### config.mk
export PLATFORM = sky130hd
export DESIGN_NAME = dual_wiper_loader
export DESIGN_NICKNAME = d
export VERILOG_FILES = /design/src/rtl/wiper_loader_pkg.sv /design/src/rtl/pin_sync.sv /design/src/rtl/frame_shifter.sv /design/src/rtl/wiper_bank.sv /design/src/rtl/dual_wiper_loader.sv
export SDC_FILE = /design/constraint.sdc
export NUM_CORES = 1
export LEC_CHECK = 0
export CORE_UTILIZATION = 45
export CTS_CLUSTER_SIZE = 20
export DETAILED_ROUTE_END_ITERATION = 8
export PLACE_DENSITY_LB_ADDON = 0.1
export SYNTH_ARGS = -nofsm -noshare
export SYNTH_HDL_FRONTEND = slang
export SYNTH_HIERARCHICAL = 1
export SYNTH_SLANG_ARGS = --single-unit
### constraint.sdc
create_clock -name clk -period 2.5 [get_ports clk]
set_input_delay 0.5 -clock clk [delete_from_list [all_inputs] [get_ports clk]]
set_output_delay 0.5 -clock clk [all_outputs]
set_load 0.005 [all_outputs]
### src/rtl/wiper_loader_pkg.sv
package wiper_loader_pkg;
  localparam int CODE_W = 8;
  localparam int NUM_CH = 2;
  localparam int ADDR_W = $clog2(NUM_CH);
  localparam int WORD_W = ADDR_W + CODE_W;
  localparam int CNT_W  = $clog2(WORD_W + 1);
  localparam int SYNC_STAGES = 2;

  typedef logic [CODE_W-1:0] code_t;

  typedef struct packed {
    logic [ADDR_W-1:0] addr;
    code_t             code;
  } word_t;

  localparam code_t MID_CODE = code_t'(1) << (CODE_W - 1);
endpackage

### src/rtl/pin_sync.sv
module pin_sync #(
  parameter int WIDTH  = 3,
  parameter int STAGES = 2,
  parameter logic [WIDTH-1:0] RST_VAL = '0
) (
  input  logic             clk,
  input  logic             rst_n,
  input  logic [WIDTH-1:0] din,
  output logic [WIDTH-1:0] dout
);
  logic [WIDTH-1:0] stage_q [STAGES];

  generate
    for (genvar s = 0; s < STAGES; s++) begin : g_stage
      logic [WIDTH-1:0] stage_d;
      if (s == 0) begin : g_first
        assign stage_d = din;
      end else begin : g_next
        assign stage_d = stage_q[s-1];
      end
      always_ff @(posedge clk or negedge rst_n) begin
        if (!rst_n) stage_q[s] <= RST_VAL;
        else        stage_q[s] <= stage_d;
      end
    end
  endgenerate

  assign dout = stage_q[STAGES-1];
endmodule

### src/rtl/frame_shifter.sv
module frame_shifter
  import wiper_loader_pkg::*;
(
  input  logic  clk,
  input  logic  rst_n,
  input  logic  cs_n_s,
  input  logic  sclk_s,
  input  logic  sdi_s,
  output logic  cs_rise,
  output logic  word_full,
  output word_t word
);
  logic              cs_prev_q, sclk_prev_q;
  logic [WORD_W-1:0] shreg_q, shreg_d;
  logic [CNT_W-1:0]  cnt_q, cnt_d;
  logic              cs_fall, sclk_rise, shift_en;

  assign cs_rise   =  cs_n_s & ~cs_prev_q;
  assign cs_fall   = ~cs_n_s &  cs_prev_q;
  assign sclk_rise =  sclk_s & ~sclk_prev_q;
  assign shift_en  =  sclk_rise & ~cs_n_s;

  always_comb begin
    shreg_d = shreg_q;
    cnt_d   = cs_fall ? '0 : cnt_q;
    if (shift_en) begin
      shreg_d = {shreg_q[WORD_W-2:0], sdi_s};
      if (cnt_d != CNT_W'(WORD_W)) cnt_d = cnt_d + 1'b1;
    end
  end

  always_ff @(posedge clk or negedge rst_n) begin
    if (!rst_n) begin
      cs_prev_q   <= 1'b1;
      sclk_prev_q <= 1'b0;
      shreg_q     <= '0;
      cnt_q       <= '0;
    end else begin
      cs_prev_q   <= cs_n_s;
      sclk_prev_q <= sclk_s;
      if (shift_en) shreg_q <= shreg_d;
      if (shift_en || cs_fall) cnt_q <= cnt_d;
    end
  end

  assign word_full = (cnt_q == CNT_W'(WORD_W));
  assign word      = word_t'(shreg_q);

  p_cnt_sat_r4: assert property (@(posedge clk) disable iff (!rst_n)
    cnt_q <= CNT_W'(WORD_W));
  p_cnt_clear_r9: assert property (@(posedge clk) disable iff (!rst_n)
    (cs_fall && !sclk_rise) |=> (cnt_q == '0));
  p_idle_hold_r7: assert property (@(posedge clk) disable iff (!rst_n)
    cs_n_s |=> ($stable(shreg_q) && $stable(cnt_q)));
endmodule

### src/rtl/wiper_bank.sv
module wiper_bank
  import wiper_loader_pkg::*;
(
  input  logic              clk,
  input  logic              rst_n,
  input  logic              load_en,
  input  word_t             word,
  output code_t             wiper [NUM_CH],
  output logic [NUM_CH-1:0] strobe
);
  code_t             wiper_q [NUM_CH];
  logic [NUM_CH-1:0] strobe_q, hit;

  generate
    for (genvar i = 0; i < NUM_CH; i++) begin : g_ch
      assign hit[i] = load_en && (word.addr == ADDR_W'(i));

      always_ff @(posedge clk or negedge rst_n) begin
        if (!rst_n) begin
          wiper_q[i]  <= MID_CODE;
          strobe_q[i] <= 1'b0;
        end else begin
          strobe_q[i] <= hit[i];
          if (hit[i]) wiper_q[i] <= word.code;
        end
      end

      assign wiper[i] = wiper_q[i];

      p_hold_r3: assert property (@(posedge clk) disable iff (!rst_n)
        !strobe_q[i] |-> $stable(wiper_q[i]));
      p_pulse_r6: assert property (@(posedge clk) disable iff (!rst_n)
        strobe_q[i] |=> !strobe_q[i]);
    end
  endgenerate

  assign strobe = strobe_q;

  p_onehot_r6: assert property (@(posedge clk) disable iff (!rst_n)
    $onehot0(strobe_q));
endmodule

### src/rtl/dual_wiper_loader.sv
module dual_wiper_loader
  import wiper_loader_pkg::*;
(
  input  logic              clk,
  input  logic              rst_n,
  input  logic              spi_cs_n,
  input  logic              spi_sclk,
  input  logic              spi_sdi,
  output logic [CODE_W-1:0] wiper_a,
  output logic [CODE_W-1:0] wiper_b,
  output logic              upd_a,
  output logic              upd_b
);
  logic [1:0]        rst_sync_q;
  logic              rst_int_n;
  logic [2:0]        pins_s;
  logic              cs_rise, word_full, load_en;
  word_t             word;
  code_t             wiper [NUM_CH];
  logic [NUM_CH-1:0] strobe;

  always_ff @(posedge clk or negedge rst_n) begin
    if (!rst_n) rst_sync_q <= '0;
    else        rst_sync_q <= {rst_sync_q[0], 1'b1};
  end
  assign rst_int_n = rst_sync_q[1];

  pin_sync #(.WIDTH(3), .STAGES(SYNC_STAGES), .RST_VAL(3'b100)) u_sync (
    .clk   (clk),
    .rst_n (rst_int_n),
    .din   ({spi_cs_n, spi_sclk, spi_sdi}),
    .dout  (pins_s)
  );

  frame_shifter u_shift (
    .clk       (clk),
    .rst_n     (rst_int_n),
    .cs_n_s    (pins_s[2]),
    .sclk_s    (pins_s[1]),
    .sdi_s     (pins_s[0]),
    .cs_rise   (cs_rise),
    .word_full (word_full),
    .word      (word)
  );

  assign load_en = cs_rise & word_full;

  wiper_bank u_bank (
    .clk     (clk),
    .rst_n   (rst_int_n),
    .load_en (load_en),
    .word    (word),
    .wiper   (wiper),
    .strobe  (strobe)
  );

  assign wiper_a = wiper[0];
  assign wiper_b = wiper[1];
  assign upd_a   = strobe[0];
  assign upd_b   = strobe[1];

  p_short_drop_r5: assert property (@(posedge clk) disable iff (!rst_int_n)
    (cs_rise && !word_full) |=> (strobe == '0));
  p_load_pulse_r2: assert property (@(posedge clk) disable iff (!rst_int_n)
    (cs_rise && word_full) |=> ($countones(strobe) == 1));
endmodule

== Word-level counts from Yosys, hierarchy flattened ==
Index checks and enable logic that the tools add are counted.

* Bits in read-only memories: 0
* Memories: 0
* Latch bits: 0
* Register bits after elaboration: 41
* Output and inout bits: 18
* Input port bits: 5
* Bits in writable memories: 0
* Logic and storage cells: 29

* Order comparisons: 0
* Shifts and indexed selects: 0
* $mul: 0
* Divide/modulo/power cells: 0
* Muxes and demuxes: 3
* Bitwise logic cells: 9
* Reductions and logical operators: 3
* Add/sub/neg operators: 1
* Eq/ne operators: 2

{| class="wikitable"
|+ Operators by type and width
! kind !! number
|-
| two-way mux 4 bit || 3
|-
| AND 1 bit || 5
|-
| adder 4 x 1 -> 4 bit, second input constant || 1
|-
| == test 4 bit, second input constant || 1
|-
| != test 4 bit, second input constant || 1
|-
| NOT 1 bit || 4
|-
| logical AND 1 bit || 2
|-
| logical OR 1 bit || 1
|}

== Logic depth before layout (Yosys ltp) ==
Gate-level depths: netlist (run 1).

* Depth after elaboration: 6
* Depth in mapped cells: 6
* Mapped depth without buffers: 5

== Hierarchy ==
The synthesis (run 1) kept the hierarchy.

{| class="wikitable"
|+ By module, submodules not included
! module !! times used !! area each (µm²) !! seq. area each (µm²) !! cells each
|-
| wiper_bank || 1 || 701.9 || 452.9 || 39
|-
| frame_shifter || 1 || 651.9 || 376.6 || 48
|-
| pin_sync || 1 || 152.6 || 152.6 || 6
|-
| dual_wiper_loader || 1 || 60.1 || 50.0 || 4
|}

== Least setup slack after synthesis (run 1) ==
No wires, ideal clock.

* Path kind: flip-flop to flip-flop
* Start point: register u_shift.cnt_q[2]
* End point: register u_bank.wiper_q, in the netlist u_bank/wiper[10]
* Arrival time: 1.435 ns
* Clock period less this slack: 1.560 ns
* Setup time: 0.125 ns
* Cell stages (with the launch flop): 7
* Buffers on the path: 1
* Path slack: 0.940 ns
* Required time: 2.375 ns
* Path through: dfrtp_1 nand2b_1 nor3b_1 and2_1 nand2b_4 buf_6 mux2_4

* Word-level cells in the longest chain between the ends: 3

{| class="wikitable"
|+ Ends and longest elaborated chain
! what !! line !! source
|-
| start, declared || frame_shifter.sv:15 || <nowiki>logic [CNT_W-1:0] cnt_q, cnt_d;</nowiki>
|-
| start signal, assigned || frame_shifter.sv:42 || <nowiki>if (shift_en || cs_fall) cnt_q <= cnt_d;</nowiki>
|-
| == test 4 bit || frame_shifter.sv:46 || <nowiki>assign word_full = (cnt_q == CNT_W'(WORD_W));</nowiki>
|-
| named net word_full || dual_wiper_loader.sv:17 || <nowiki>logic cs_rise, word_full, load_en;</nowiki>
|-
| AND 1 bit || dual_wiper_loader.sv:46 || <nowiki>assign load_en = cs_rise & word_full;</nowiki>
|-
| named net load_en || dual_wiper_loader.sv:17 ||
|-
| logical AND 1 bit || wiper_bank.sv:16 || <nowiki>assign hit[i] = load_en && (word.addr == ADDR_W'(i));</nowiki>
|-
| end signal, assigned by index || wiper_bank.sv:24 || <nowiki>if (hit[i]) wiper_q[i] <= word.code;</nowiki>
|-
| end, declared || wiper_bank.sv:11 || <nowiki>code_t wiper_q [NUM_CH];</nowiki>
|}

The timed path passes the listed nets, and every way through them passes these cells.
A chain may end at the register's enable or synchronous reset.

== Worst setup path after layout (run 1) ==
* Start point: register u_bank.wiper_q, in the netlist u_bank/wiper[15]
* End point: output wiper_a[7]

{| class="wikitable"
|+ RTL lines
! what !! line !! source
|-
| end, declared || dual_wiper_loader.sv:9 || <nowiki>output logic [CODE_W-1:0] wiper_a,</nowiki>
|}

No word-level cell between the ends.

==> results of run 1 <==
## cell families (layout without fill, tap and decap cells)
| group | count (synthesis) | count (layout) | synth area share |
|---|---|---|---|
| other cells | 1 | 1 | 0.00239 |
| compound gates | 6 | 6 | 0.0296 |
| buf+inv | 6 | 35 | 0.0240 |
| flops | 41 | 41 | 0.659 |
| simple gates | 16 | 16 | 0.0727 |
| mux | 27 | 27 | 0.212 |
## layer usage
metal | up-vias | wire length [um] | global-route usage
met5 | - | 0 | 0
met4 | 0 | 16 | 0.0584
met3 | 2 | 131 | 0.0810
met2 | 27 | 1080 | 0.234
met1 | 429 | 1100 | 0.205
li1 | 390 | - | -
## registers in the layout (all words and copies together), names as in the netlist
name / cells
u_shift/cs_prev_q: 1
u_sync/g_stage.stage_d: 3
u_bank/strobe: 2
u_bank/wiper: 16
u_shift/cnt_q: 4
u_sync/dout: 3
u_shift/sclk_prev_q: 1
rst_sync_q: 2
u_shift/word: 9
## stage by stage
stage | power (mW) | utilization | cells | hold WS (ns)
finish | 1.28 | 0.568 | 172 | 0.298
global route | 1.36 | 0.568 | 172 | 0.272
CTS | 1.30 | 0.568 | 172 | 0.285
detailed placement | 0.948 | 0.548 | 164 | 0.310
global placement | 0.944 | 0.548 | 164 | 0.308
floorplan | 0.904 | - | 97 | 0.204
## worst min-delay path by stage
| stage | to | start | depth (start not counted) |
|---|---|---|---|
| finish | u_bank/wiper[9] | rst_sync_q[1] | 1 |
| global placement | u_sync/g_stage[1].stage_d[1] | rst_sync_q[1] | 1 |
| detailed placement | u_shift/cnt_q[2] | rst_sync_q[1] | 1 |
| CTS | rst_sync_q[0] | rst_n | 1 |
| floorplan | rst_sync_q[0] | rst_n | 0 |
| global route | rst_sync_q[1] | rst_n | 1 |
## final cells by class
cell class	instances	area [um2]
timing repair buffer	23	228
clock inverter	2	13.8
fill	287	1440
sequential	41	1030
clock buffer	6	51.3
multi-input combinational	50	497
inverter	4	15.0
tap	46	57.6
## power breakdown
group	internal [mW]	switching, mW
registers	0.741	0.0772
logic	0.0765	0.0392
clock network	0.137	0.213
total	0.955	0.330
## cell usage in the layout, fill, tap and decap left out, types with 2 or more instances in the layout
cell             synthesis  layout
mux2_4                   8       8
dfrtp_1                 36      36
clkbuf_4                 0       5
mux2_2                  18      18
o21ai_0                  2       2
clkdlybuf4s50_1          0      22
dfstp_2                  5       5
nand2_1                  3       3
nor2_1                   2       2
inv_1                    4       4
## worst reg2reg max path: stages, from the launching register on
cell	delay (ns)
dfrtp_1	0.44
nand2b_1	0.21
nor3b_1	0.22
and2_1	0.24
nand2_2	0.19
mux2_2	0.33
==> reports/metrics.yaml, run 1 <==
run_status:
  status: "finished, final reports clean"
sta:
  finalCritPeriodShare: 0.754
  setup_viol: 0
  finalSetupTns_ns: 0
  max-slew-margin-rel: 0.555
  drv_slew: 0
  period_needed_ns: 1.88
  clock-skew-final_ns: 0.0117
  max_freq_mhz: 531
  tightest_slew_ns: 0.666
  setup_slack_ns: 0.616
  rsz0062_at_grt: "false"
  hold_viol: 0
floorplanning:
  num_rows: 21
  die_area_mm2: 0.00372
  die_y_um: 61
  start_util: 0.469
  die_w_um: 61
  core_region_area_mm2: 0.00334
  io_pins: 23
run:
  drv_cap: 0
cts:
  cts_resized: 0
  cts_root_buffer: "clkbuf_4"
  cts.sinks: 41
  htreeDepth: 2
  cts_made_buffers: 5
  cts_tree: "done"
  hold_buffers: 0
  clk_pin_slew_ns: 0.12
  cts_setup_buffers: 0
  worstSkewPairLatency_ns: 0.34
  clockBufferDepth: 2
grt:
  grt_pass1_vias: 890
  grt_overflow_total: 0
  track_usage: 0.160
  grt_antenna_before_repair: 0
  grt_first_pass_wirelength_um: 4060
  grt_max_degree: 40
critical_path:
  crit_start: "u_bank/wiper[15]"
  worstPathRequired_ns: 2.00
  crit_slowest_cell: "dfstp_2"
  path_cells: "clkdlybuf4s50_1"
  path_depth: 1
  path_delay_family: "flip-flops"
  endpoint_kind: "output port"
  crit_arrival_ns: 1.38
  slowest_delay_ns: 0.55
  critPathMaxFanout: 2
  crit_type: "reg2out"
  worst-r2r-cell-count: 5
  crit_end: "wiper_a[7]"
  timing.rr.end: "u_bank/wiper[1]"
  critPathBufInv: 1
  r2r_slack_ns: 0.78
  worstReg2RegStart: "u_shift/cnt_q[2]"
  critical_path.startpoint_type: "flip-flop"
synth:
  seq_area_frac_synth: 0.659
  synth_cells: 97
  yosysWarningCount: 6
  synthesis.area_mm2: 0.00157
  synth.avg_cell_area_um2: 16.1
  synth_cell_types: 26
  synthFlopType: "dfrtp_1"
  synth-edff-count: 0
  yosysMostFrequentCell: "dfrtp_1"
  ys_ff_latch: 41
  synthArstFlopShare: 1.00
  synth_fp_nets: 102
  synth_area_leaders: "dfrtp_1, mux2_2, dfstp_2, mux2_4, buf_6"
  synth_common_cells: "dfrtp_1, mux2_2, mux2_4"
  yosysTopAreaCellShare: 0.575
  synth_top_cell_by_area: "dfrtp_1"
final_layout:
  num_antenna_cells: 0
  design_area_mm2: 0.00189
  drive_gt1_frac: 0.365
  area_growth_pct: 20.9
  nets: 130
min_path:
  hp-class: "reg2async"
route:
  via_count: 848
  post-route-drc-count: 0
  via_per_inst: 4.93
  wirelength_um: 2330
  drt_iter0_markers: 22
  avgRoutedWirePerCell_um: 13.5
  ant_nets: 0
  firstDrtPassIters: 4
placed_design:
  dp_hpwl_um: 1530
  gp_congestion: 0.704
  place_area_mm2: 0.00183
  io_buffer_count: 22
  pre_cts_slack_ns: 0.809
power_and_ir_drop:
  leakage_nw: 0.893
  ir_drop_uv: 426
  power.density_mw_per_mm2: 678
(Power assumes the default switching activity.)
==> inputs of run 2 (changes only) <==
==> constraint.sdc (replaced) <==
create_clock -name clk -period 1.9 [get_ports clk]
set_input_delay 0.38 -clock clk [delete_from_list [all_inputs] [get_ports clk]]
set_output_delay 0.38 -clock clk [all_outputs]
set_load 0.005 [all_outputs]
==> reports/metrics.yaml, run 2 (synthesis gave the netlist of run 1 again) <==
cts:
  cts.sinks: 41
  cts_tree: "done"
  htreeDepth: 2
  hold_buffers: 0
  clockBufferDepth: 2
  worstSkewPairLatency_ns: 0.35
  cts_resized: 0
  clk_pin_slew_ns: 0.12
  cts_root_buffer: "clkbuf_4"
  cts_setup_buffers: 0
  cts_made_buffers: 5
route:
  post-route-drc-count: 0
  ant_nets: 0
  via_count: 840
  avgRoutedWirePerCell_um: 13.6
  drt_iter0_markers: 37
  firstDrtPassIters: 4
  wirelength_um: 2360
  via_per_inst: 4.86
critical_path:
  critical_path.startpoint_type: "flip-flop"
  critPathBufInv: 1
  path_delay_family: "flip-flops"
  endpoint_kind: "output port"
  crit_slowest_cell: "dfstp_2"
  critPathMaxFanout: 2
  crit_type: "reg2out"
  worstPathRequired_ns: 1.52
  slowest_delay_ns: 0.55
  path_cells: "clkdlybuf4s50_1"
  crit_arrival_ns: 1.38
sta:
  setup_viol: 0
  rsz0062_at_grt: "false"
  period_needed_ns: 1.76
  max_freq_mhz: 568
  finalCritPeriodShare: 0.927
  hold_viol: 0
  drv_slew: 0
  finalSetupTns_ns: 0
  clock-skew-final_ns: 0.00657
floorplanning:
  die_area_mm2: 0.00372
  start_util: 0.469
  die_y_um: 61
  die_w_um: 61
  io_pins: 23
  num_rows: 21
  core_region_area_mm2: 0.00334
placed_design:
  placed_cells: 165
  io_buffer_count: 22
  place_area_mm2: 0.00184
  gp_congestion: 0.693
  dp_hpwl_um: 1550
grt:
  grt_overflow_total: 0
  grt_max_degree: 40
  grt_antenna_before_repair: 0
  track_usage: 0.158
  grt_pass1_vias: 832
  grt_first_pass_wirelength_um: 4060
power_and_ir_drop:
  power_frac_seq: 0.562
  netSwitchingFraction: 0.224
  p_clk_frac: 0.358
  power.density_mw_per_mm2: 986
  comb_power_share: 0.080
  leakage_nw: 0.915
  internal-power_mw: 1.48
  p_sw_mw: 0.428
  ir_drop_uv: 495
final_layout:
  final_common_cell: "dfrtp_1"
  num_antenna_cells: 0
  area_growth_pct: 23.8
  fin_util: 0.581
  design_area_mm2: 0.00194
  mostFrequentLayoutCells: "dfrtp_1, clkdlybuf4s50_1, mux2_2, mux2_4"
  drive_gt1_frac: 0.370
  fin_cells: 173
  nets: 131
  largest_reg_flops: 16
run:
  drv_cap: 0
min_path:
  hp-class: "in2async"
run_status:
  status: "finished, final reports clean"
run 2: stage by stage:
stage | power, mW | worst slack [ns] | hold WS (ns)
3_5_place_dp | 1.25 | 0.225 | 0.308
6_report | 1.91 | 0.140 | 0.173
3_3_place_gp | 1.24 | 0.262 | 0.304
4_1_cts | 1.94 | 0.111 | 0.157
5_1_grt | 2.01 | 0.0608 | 0.158
2_1_floorplan | 1.19 | 0.340 | 0.0844
run 2: area by class of cell:
type | count | area (um2)
fill | 282 | 1400
clock inverter | 3 | 65.1
sequential | 41 | 1030
timing repair buffer | 24 | 235
inverter | 4 | 15.0
clock buffer | 5 | 37.5
multi-input combinational | 50 | 497
tap | 46 | 57.6
run 2: power by group through the flow:
| stage | Sequential (mW) | Combinational (mW) | Clock (mW) |
|---|---|---|---|
| after floorplan | 1.07 | 0.116 | 0 |
| after global placement | 1.09 | 0.150 | 0 |
| after detailed placement | 1.09 | 0.157 | 0 |
| after CTS | 1.08 | 0.157 | 0.705 |
| after global routing | 1.10 | 0.170 | 0.741 |
| final | 1.07 | 0.153 | 0.684 |
run 2: path summary, 6_finish.rpt:
kind | start | endpoint | slack [ns] | depth (start not counted)
setup / recovery | u_bank/wiper[15] | wiper_a[7] | 0.14 | 1
hold / removal | rst_n | rst_sync_q[0] | 0.17 | 1
setup reg to reg | u_shift/cnt_q[2] | u_bank/wiper[3] | 0.20 | 5
hold reg to reg | rst_sync_q[1] | u_bank/wiper[8] | 0.30 | 1
max in group asynchronous | rst_sync_q[1] | u_bank/wiper[7] | 1.25 | 1
min in group clk | rst_sync_q[0] | rst_sync_q[1] | 0.37 | 0
run 2: routing by layer:
metal | wire [um] | up-vias | GRT usage
met5 | 0 | - | 0
met4 | 53 | 0 | 0.0779
met3 | 110 | 6 | 0.0661
met2 | 1040 | 22 | 0.209
met1 | 1150 | 421 | 0.223
li1 | - | 391 | -
==> inputs of run 3 (changes only) <==
--- a/config.mk
+++ b/config.mk
@@ -5,7 +5,7 @@
 export SDC_FILE = /design/constraint.sdc
 export NUM_CORES = 1
 export LEC_CHECK = 0
-export CORE_UTILIZATION = 45
+export CORE_UTILIZATION = 52
 export CTS_CLUSTER_SIZE = 20
 export DETAILED_ROUTE_END_ITERATION = 8
 export PLACE_DENSITY_LB_ADDON = 0.1
==> reports/metrics.yaml, run 3 (synthesis gave the netlist of run 1 again) <==
run_status:
  status: "complete, but fails checks"
  violations: "design-rule violations"
critical_path:
  worstReg2RegStart: "u_shift/cnt_q[2]"
  slowest_delay_ns: 0.54
  path_delay_family: "flip-flops"
  endpoint_kind: "output port"
  critPathBufInv: 1
  crit_type: "reg2out"
  critical_path.startpoint_type: "flip-flop"
  crit_arrival_ns: 1.36
  worstPathRequired_ns: 1.52
  crit_start: "u_bank/wiper[15]"
  critPathMaxFanout: 2
  path_cells: "clkdlybuf4s50_1"
  crit_slowest_cell: "dfstp_2"
route:
  via_per_inst: 5.32
  avgRoutedWirePerCell_um: 14.2
  drt_iter0_markers: 8
  firstDrtPassIters: 5
  ant_nets: 0
  wirelength_um: 2240
  via_count: 840
  post-route-drc-count: 2
sta:
  finalCritPeriodShare: 0.916
  clock-skew-final_ns: 0.00918
  hold_viol: 0
  drv_slew: 0
  period_needed_ns: 1.74
  rsz0062_at_grt: "false"
  setup_slack_ns: 0.160
  setup_viol: 0
  max_freq_mhz: 575
  finalSetupTns_ns: 0
  timing.hold.ws_ns: 0.164
grt:
  grt_max_degree: 32
  grt_first_pass_wirelength_um: 3880
  top_usage_layer: "met2"
  track_usage: 0.166
  use_met2: 0.232
  met3_usage: 0.0530
  met1_usage: 0.227
  grt_antenna_before_repair: 0
  grt_pass1_vias: 851
  grt_overflow_total: 0
power_and_ir_drop:
  ir_drop_uv: 688
  fin_total_pwr_mw: 1.71
  power.density_mw_per_mm2: 899
  leakage_nw: 0.906
floorplanning:
  io_pins: 23
  core_region_area_mm2: 0.00281
  die_y_um: 56.9
  die_area_mm2: 0.00324
  die_w_um: 56.9
  start_util: 0.558
  num_rows: 19
final_layout:
  final_common_cell: "dfrtp_1"
  drive_gt1_frac: 0.370
  design_area_mm2: 0.00190
  nets: 131
  fin_cells: 158
  area_growth_pct: 21.3
  mostFrequentLayoutCells: "dfrtp_1, clkdlybuf4s50_1, mux2_2, mux2_4"
  fin_util: 0.678
  num_antenna_cells: 0
  largest_reg_flops: 16
cts:
  cts.sinks: 41
  cts_tree: "done"
  cts_root_buffer: "clkbuf_4"
  hold_buffers: 0
  cts_setup_buffers: 0
  htreeDepth: 2
  cts_resized: 0
  clockBufferDepth: 2
  clk_pin_slew_ns: 0.11
  cts_made_buffers: 5
  worstSkewPairLatency_ns: 0.34
placed_design:
  placed_cells: 150
  io_buffer_count: 22
  dp_hpwl_um: 1510
  gp_congestion: 0.795
  pre_cts_slack_ns: 0.246
  place_area_mm2: 0.00183
min_path:
  hp-class: "reg2async"
run:
  drv_cap: 0
-- run 3: cell types whose count changed in the layout (fill, tap and decap cells not counted) --
cell and change:
bufinv_16 -2, clkbuf_8 +2, buf_12 +1, buf_4 -1
-- run 3: worst register-to-register path: stages, from the launching register on --
cell and delay (ns):
dfrtp_1 0.43, nand2b_1 0.20, nor3b_1 0.18, and2_1 0.22, nand2_2 0.20, mux2_2 0.33
-- run 3: final timing paths --
check / to / slack (ns) / cells past startpoint
worst max-delay path: wiper_a[7] / 0.16 / 1
worst max register to register: u_bank/wiper[4] / 0.23 / 5
worst min-delay path: u_shift/cnt_q[2] / 0.16 / 0
max in group asynchronous: u_bank/wiper[7] / 1.18 / 1
worst min register to register: u_shift/cnt_q[2] / 0.16 / 0
min in group clk: rst_sync_q[1] / 0.36 / 0
-- run 3: final cells by class --
class	count	area, um2
Clock buffer	7	65.1
Clock inverter	1	5.00
Fill cell	216	905
Inverter	4	15.0
Multi-Input combinational cell	50	497
Sequential cell	41	1030
Tap cell	31	38.8
Timing Repair Buffer	24	248
-- run 3: routing by layer --
layer	share of wire	up-vias
li1	-	395
met1	0.48	421
met2	0.45	20
met3	0.050	4
met4	0.017	0
met5	0	-
-- run 3: power by group --
group	switching, mW	total [mW]	leakage (nW)	internal, mW
sequential	0.107	1.08	0.524	0.976
combinational	0.0485	0.153	0.340	0.104
clock	0.258	0.473	0.0413	0.215
